**config.mk**
```make
export PLATFORM = sky130hd
export DESIGN_NAME = edge_capture_unit
export DESIGN_NICKNAME = d
export VERILOG_FILES = /design/src/rtl/ecap_pkg.sv /design/src/rtl/ecap_edge_detect.sv /design/src/rtl/ecap_seq_ctrl.sv /design/src/rtl/ecap_slot_bank.sv /design/src/rtl/edge_capture_unit.sv
export SDC_FILE = /design/constraint.sdc
export NUM_CORES = 1
export LEC_CHECK = 0
export CAP_MARGIN = 20
export CELL_PAD_IN_SITES_DETAIL_PLACEMENT = 1
export CELL_PAD_IN_SITES_GLOBAL_PLACEMENT = 2
export CORE_MARGIN = 2
export CORE_UTILIZATION = 33
export DETAILED_ROUTE_END_ITERATION = 12
export PLACE_DENSITY = 0.93
export SETUP_SLACK_MARGIN = 0.3
export SLEW_MARGIN = 20
export SYNTH_ARGS = -nofsm -noshare
export SYNTH_HDL_FRONTEND = slang
export SYNTH_SLANG_ARGS = --single-unit
```
**constraint.sdc**
```tcl
create_clock -name clk -period 5.1 [get_ports clk]
set_clock_uncertainty 0.15 [all_clocks]
set_input_delay 1.02 -clock clk [delete_from_list [all_inputs] [get_ports clk]]
set_output_delay 1.02 -clock clk [all_outputs]
set_load 0.02 [all_outputs]
```
**src/rtl/ecap_pkg.sv**
```systemverilog
package ecap_pkg;

  typedef enum logic [1:0] {
    EDGE_OFF  = 2'b00,
    EDGE_RISE = 2'b01,
    EDGE_FALL = 2'b10,
    EDGE_ANY  = 2'b11
  } edge_sel_e;

  localparam int unsigned NUM_SLOTS = 2;
  localparam int unsigned SEQ_W     = $clog2(NUM_SLOTS + 1);

  function automatic logic edge_match(input edge_sel_e sel,
                                      input logic prev,
                                      input logic cur);
    logic hit;
    unique case (sel)
      EDGE_RISE: hit = !prev && cur;
      EDGE_FALL: hit = prev && !cur;
      EDGE_ANY:  hit = prev != cur;
      default:   hit = 1'b0;
    endcase
    return hit;
  endfunction

endpackage

```
**src/rtl/ecap_edge_detect.sv**
```systemverilog
module ecap_edge_detect
  import ecap_pkg::*;
(
  input  logic      clk,
  input  logic      rst_n,
  input  logic      pin_i,
  input  edge_sel_e sel_i,
  output logic      hit_o
);

  logic pin_q;
  logic pin_d;

  always_comb begin
    pin_d = pin_i;
  end

  always_ff @(posedge clk or negedge rst_n) begin
    if (!rst_n) pin_q <= 1'b0;
    else        pin_q <= pin_d;
  end

  always_comb begin
    hit_o = edge_match(sel_i, pin_q, pin_i);
  end

  // an edge always means the pin moved since the previous cycle
  a_r2_hit_needs_change: assert property (@(posedge clk) disable iff (!rst_n)
    hit_o |-> (pin_i != pin_q));

endmodule

```
**src/rtl/ecap_seq_ctrl.sv**
```systemverilog
module ecap_seq_ctrl
  import ecap_pkg::*;
(
  input  logic                 clk,
  input  logic                 rst_n,
  input  logic                 hit_i,
  input  logic                 dir_in_i,
  input  logic                 second_sel_i,
  input  logic                 clr_i,
  input  logic                 ctl_wr_i,
  input  edge_sel_e            sel_new_i,
  output logic [NUM_SLOTS-1:0] slot_we_o,
  output logic                 evt_o,
  output logic                 full_o
);

  logic [SEQ_W-1:0] seq_q, seq_d, seq_base;
  edge_sel_e        sel_q, sel_d;
  logic             evt_q, evt_d;
  logic             restart;
  logic             take;

  always_comb begin
    restart  = clr_i || (ctl_wr_i && (sel_q == EDGE_OFF) && (sel_new_i != EDGE_OFF));
    seq_base = restart ? '0 : seq_q;
    take     = hit_i && dir_in_i && (seq_base != SEQ_W'(NUM_SLOTS));
    seq_d    = take ? seq_base + 1'b1 : seq_base;
    evt_d    = take && (seq_base == SEQ_W'(second_sel_i));
    sel_d    = ctl_wr_i ? sel_new_i : sel_q;
    for (int i = 0; i < NUM_SLOTS; i++) begin
      slot_we_o[i] = take && (seq_base == SEQ_W'(i));
    end
  end

  always_ff @(posedge clk or negedge rst_n) begin
    if (!rst_n) begin
      seq_q <= '0;
      sel_q <= EDGE_OFF;
      evt_q <= 1'b0;
    end else begin
      seq_q <= seq_d;
      sel_q <= sel_d;
      evt_q <= evt_d;
    end
  end

  assign evt_o  = evt_q;
  assign full_o = (seq_q == SEQ_W'(NUM_SLOTS));

  // a clear alongside an edge in first-capture mode yields an event
  a_r5_clr_edge_evt: assert property (@(posedge clk) disable iff (!rst_n)
    (hit_i && dir_in_i && !second_sel_i && clr_i) |=> evt_o);

  // sequence position never passes the number of slots
  a_r4_seq_bound: assert property (@(posedge clk) disable iff (!rst_n)
    seq_q <= SEQ_W'(NUM_SLOTS));

endmodule

```
**src/rtl/ecap_slot_bank.sv**
```systemverilog
module ecap_slot_bank
  import ecap_pkg::*;
#(
  parameter int unsigned CNT_W = 32
) (
  input  logic                            clk,
  input  logic                            rst_n,
  input  logic [NUM_SLOTS-1:0]            we_i,
  input  logic [CNT_W-1:0]                count_i,
  output logic [NUM_SLOTS-1:0][CNT_W-1:0] slot_o
);

  for (genvar g = 0; g < NUM_SLOTS; g++) begin : g_slot
    logic [CNT_W-1:0] val_q;
    always_ff @(posedge clk or negedge rst_n) begin
      if (!rst_n)     val_q <= '0;
      else if (we_i[g]) val_q <= count_i;
    end
    assign slot_o[g] = val_q;
  end

endmodule

```
**src/rtl/edge_capture_unit.sv**
```systemverilog
module edge_capture_unit
  import ecap_pkg::*;
#(
  parameter int unsigned CNT_W = 32
) (
  input  logic             clk,
  input  logic             rst_n,
  input  logic             pin_sync_i,
  input  logic [CNT_W-1:0] count_i,
  input  logic [1:0]       edge_mode_i,
  input  logic             second_sel_i,
  input  logic             pin_is_input_i,
  input  logic             ctl_wr_i,
  input  logic             cap_clr_i,
  output logic [CNT_W-1:0] cap1_o,
  output logic [CNT_W-1:0] cap2_o,
  output logic             cap_evt_o,
  output logic             misconfig_o
);

  logic                            rst_meta_q, rst_sync_n;
  edge_sel_e                       sel;
  logic                            hit;
  logic [NUM_SLOTS-1:0]            slot_we;
  logic                            full;
  logic [NUM_SLOTS-1:0][CNT_W-1:0] slots;

  always_ff @(posedge clk or negedge rst_n) begin
    if (!rst_n) begin
      rst_meta_q <= 1'b0;
      rst_sync_n <= 1'b0;
    end else begin
      rst_meta_q <= 1'b1;
      rst_sync_n <= rst_meta_q;
    end
  end

  assign sel = edge_sel_e'(edge_mode_i);

  ecap_edge_detect u_edge (
    .clk   (clk),
    .rst_n (rst_sync_n),
    .pin_i (pin_sync_i),
    .sel_i (sel),
    .hit_o (hit)
  );

  ecap_seq_ctrl u_ctrl (
    .clk          (clk),
    .rst_n        (rst_sync_n),
    .hit_i        (hit),
    .dir_in_i     (pin_is_input_i),
    .second_sel_i (second_sel_i),
    .clr_i        (cap_clr_i),
    .ctl_wr_i     (ctl_wr_i),
    .sel_new_i    (sel),
    .slot_we_o    (slot_we),
    .evt_o        (cap_evt_o),
    .full_o       (full)
  );

  ecap_slot_bank #(.CNT_W(CNT_W)) u_slots (
    .clk     (clk),
    .rst_n   (rst_sync_n),
    .we_i    (slot_we),
    .count_i (count_i),
    .slot_o  (slots)
  );

  assign cap1_o      = slots[0];
  assign cap2_o      = slots[1];
  assign misconfig_o = (sel != EDGE_OFF) && !pin_is_input_i;

  // an output-configured pin never changes the slots
  a_r3_no_capture_output: assert property (@(posedge clk) disable iff (!rst_sync_n)
    !pin_is_input_i |=> ($stable(cap1_o) && $stable(cap2_o)));

  // once locked, slots hold unless a restart arrives
  a_r4_locked_hold: assert property (@(posedge clk) disable iff (!rst_sync_n)
    (full && !cap_clr_i && !ctl_wr_i) |=> ($stable(cap1_o) && $stable(cap2_o)));

  // clear together with an edge captures into slot 1
  a_r6_clr_edge_slot1: assert property (@(posedge clk) disable iff (!rst_sync_n)
    (cap_clr_i && hit && pin_is_input_i) |=> (cap1_o == $past(count_i)));

  // without an edge the slots keep their contents
  a_r9_hold_without_edge: assert property (@(posedge clk) disable iff (!rst_sync_n)
    !hit |=> ($stable(cap1_o) && $stable(cap2_o)));

endmodule

```
==> summary.md <==
| Metric | Value |
|---|---|
| Outcome | finished clean |
| Netlist cell types | 22 |
| Synth top area cells | dfrtp_1, mux2_4, buf_6 |
| Pwr/cell area | 513.4 mW/mm^2 |
| Routed vias | 1825 |
| First-pass GRT wire length | 11160 um |
| RD Place Congestion | 0.6941 |
| Number of synthesized register bits | 72 |
| I/O Buffers | 106 |
| Post-Synthesis Cells | 176 |
| Worst slew margin | 57.21% |
| CTS tree | built |
| Fin util | 48.79% |
| Total Routed Length | 6783 um |
| Die height | 101.0 um |
| Worst skew pair latency | 0.33 ns |
| Routed Antenna Nets | 0 |
| Fin. Hold Viols | 0 |
| Layout Nets | 334 |
| Ys async rst share | 100.0% |
| Yosys Warn Count | 0 |
| Core Rows | 35 |
| Worst setup path start | edge_mode_i[1] |
| Synth Cell Area | 0.003103 mm^2 |
| Count leader, synth | dfrtp_1 |
| Origin of the critical flop-to-flop path | u_ctrl.sel_q[1] |
| Vias in the first global route | 2122 |
| Startpoint Class | primary input |
| Synth area leader | dfrtp_1 |
| Tmin final | 4.116 ns |
| Part of the Yosys area used for sequential elements | 58.06% |
| # DRC | 0 |
| DRT iter0 DRCs | 24 |
| Starting Density | 33.74% |
| Fraction of the cycle the final worst path needs | 80.70% |
| Layout cells sized above 1 | 28.67% |
| VDD IR-drop max | 233.9 uV |
| Vias/cell | 4.517 |
| Core area | 0.009196 mm^2 |
| # diodes | 0 |
| Top cell type's share of synthesized area | 58.06% |
| Dominant synthesized flop cell | dfrtp_1 |
| Total of max-cap violations | 0 |
| P_leak | 2.117 nW |
| Post-synth EDFFs | 0 |
| Fmax | 243.0 MHz |
| Final Setup Violations | 0 |
| Die width | 101.0 um |
| Fin Setup TNS | 0 ns |
| Avg Cell Area, Syn | 17.63 um^2 |
| Gr usage total | 14.50% |
| Max-slew violation count | 0 |
| CTS buffer count | 9 |
| RSZ-0062 raised after global routing | no |
| Pin count of the biggest net entering global routing | 51 |
| CTS Root Cell | clkbuf_8 |
| CTS Sinks | 72 |
| Hold_buf cts | 0 |
| Worst-path clk slew | 0.08 ns |
| P&R area growth vs syn | 44.60% |
| Met2 usage | 26.15% |
| Routed len/inst | 16.79 um |
| Critical path class | in -> reg |
| Worst setup EP type | register |
| TritonRoute pass-1 iters | 4 |
| Top cells by count, synth | dfrtp_1, mux2_4, buf_6 |
| Min-delay worst type | reg -> async |
| Arr. time, crit path | 4.18 ns |
| Syn_nets | 222 |
| Clk buf depth | 2 |
| M1 GR Usage | 16.48% |
| Initial antenna violation count | 0 |
| Post-CTS resize count | 0 |
| Setup bufs post-CTS | 0 |
| Critical path fanouts, max | 32 |
| Dpl hpwl | 4868 um |
| Die ar. | 0.01019 mm^2 |
| IO Pins | 107 |
| Reg2Reg Setup Slack | 1.92 ns |
| Tightest Pin Transition | 0.6413 ns |
| GR peak layer | met2 |
| M3 GR Usage | 4.993% |
| Worst endpoint required time | 5.16 ns |
| CTS H-tree lvls | 3 |
| Global route overflow | 0 |
stage by stage:
step	worst slack [ns]	power, mW	area [um^2]	std cells	hold WS [ns]
3_5_place_dp	0.5656	1.782	4244	388	0.09292
4_1_cts	0.9367	2.341	4487	404	0.09897
5_1_grt	0.7653	2.424	4487	404	0.1292
2_1_floorplan	1.790	1.336	3103	176	0.1812
3_3_place_gp	0.8052	1.759	4244	388	0.08858
6_report	0.9845	2.304	4487	404	0.07991
path summary, 6_finish.rpt:
check,endpoint,depth (start not counted)
min,u_slots.g_slot[0].val_q[23],0
max,u_slots.g_slot[0].val_q[31],10
min in group clk,rst_sync_n,0
min reg2reg,u_slots.g_slot[0].val_q[23],0
max reg2reg,u_slots.g_slot[0].val_q[31],9
max in group asynchronous,u_slots.g_slot[0].val_q[0],1
sequential cells by signal, indices dropped and copies added (netlist names):
signal,cells
rst_meta_q,1
rst_sync_n,1
u_ctrl.evt_o,1
u_ctrl.sel_q,2
u_ctrl.seq_q,2
u_edge.pin_q,1
u_slots.g_slot.val_q,64
cells in the final DEF, fill, tap and decap left out, types with 3 or more instances in the layout:
master and count:
bufinv_16 3, clkbuf_8 9, clkdlybuf4s50_1 106, dfrtp_1 71, ha_1 5, inv_1 4
mux2_1 4, mux2_2 3, mux2_4 60, nor2_1 4, nor3b_1 3
cell families (layout without fill, tap and decap cells):
| kind of cell | after synthesis | count (layout) | share of synthesized area [%] |
|---|---|---|---|
| AND/OR/NAND/NOR | 15 | 15 | 3.467 |
| XOR/XNOR | 1 | 1 | 0.2823 |
| flip-flops | 72 | 72 | 58.06 |
| multiplexers | 67 | 67 | 31.57 |
| buffers and inverters | 10 | 127 | 2.661 |
| AO/OA/AOI/OAI | 5 | 5 | 1.815 |
| other | 1 | 1 | 0.1209 |
| adder cells (fa/ha/maj) | 5 | 5 | 2.016 |
layout make-up:
class | count | area (um^2)
clock buffer | 10 | 127.6
clock inverter | 6 | 115.1
fill | 921 | 4710
inverter | 4 | 15.01
multi-input combinational | 94 | 1219
sequential | 72 | 1803
tap | 111 | 138.9
timing repair buffer | 107 | 1069
critical path: stages:
cell and delay (ns):
clkdlybuf4s50_1 0.52, nor2_1 0.23, nor2_1 0.08, nor3b_1 0.39, inv_1 0.13, ha_1 0.20, nand2b_1 0.17, a311oi_4 0.49
nand2_4 0.47, mux2_1 0.47
per-layer routing:
layer  share of wire, %  up-vias
li1                   -      839
met2                 52       63
met1                 41      916
met3                5.9        7
met4               0.81        0
met5                  0        -
power by group:
part / total [mW] / internal [mW] / switching [mW] / leakage, nW
Sequential: 0.859 / 0.745 / 0.113 / 0.876
Combinational: 0.908 / 0.533 / 0.375 / 1.12
Clock: 0.538 / 0.328 / 0.210 / 0.117
Total: 2.30 / 1.61 / 0.698 / 2.12
(Power assumes the default switching activity.)
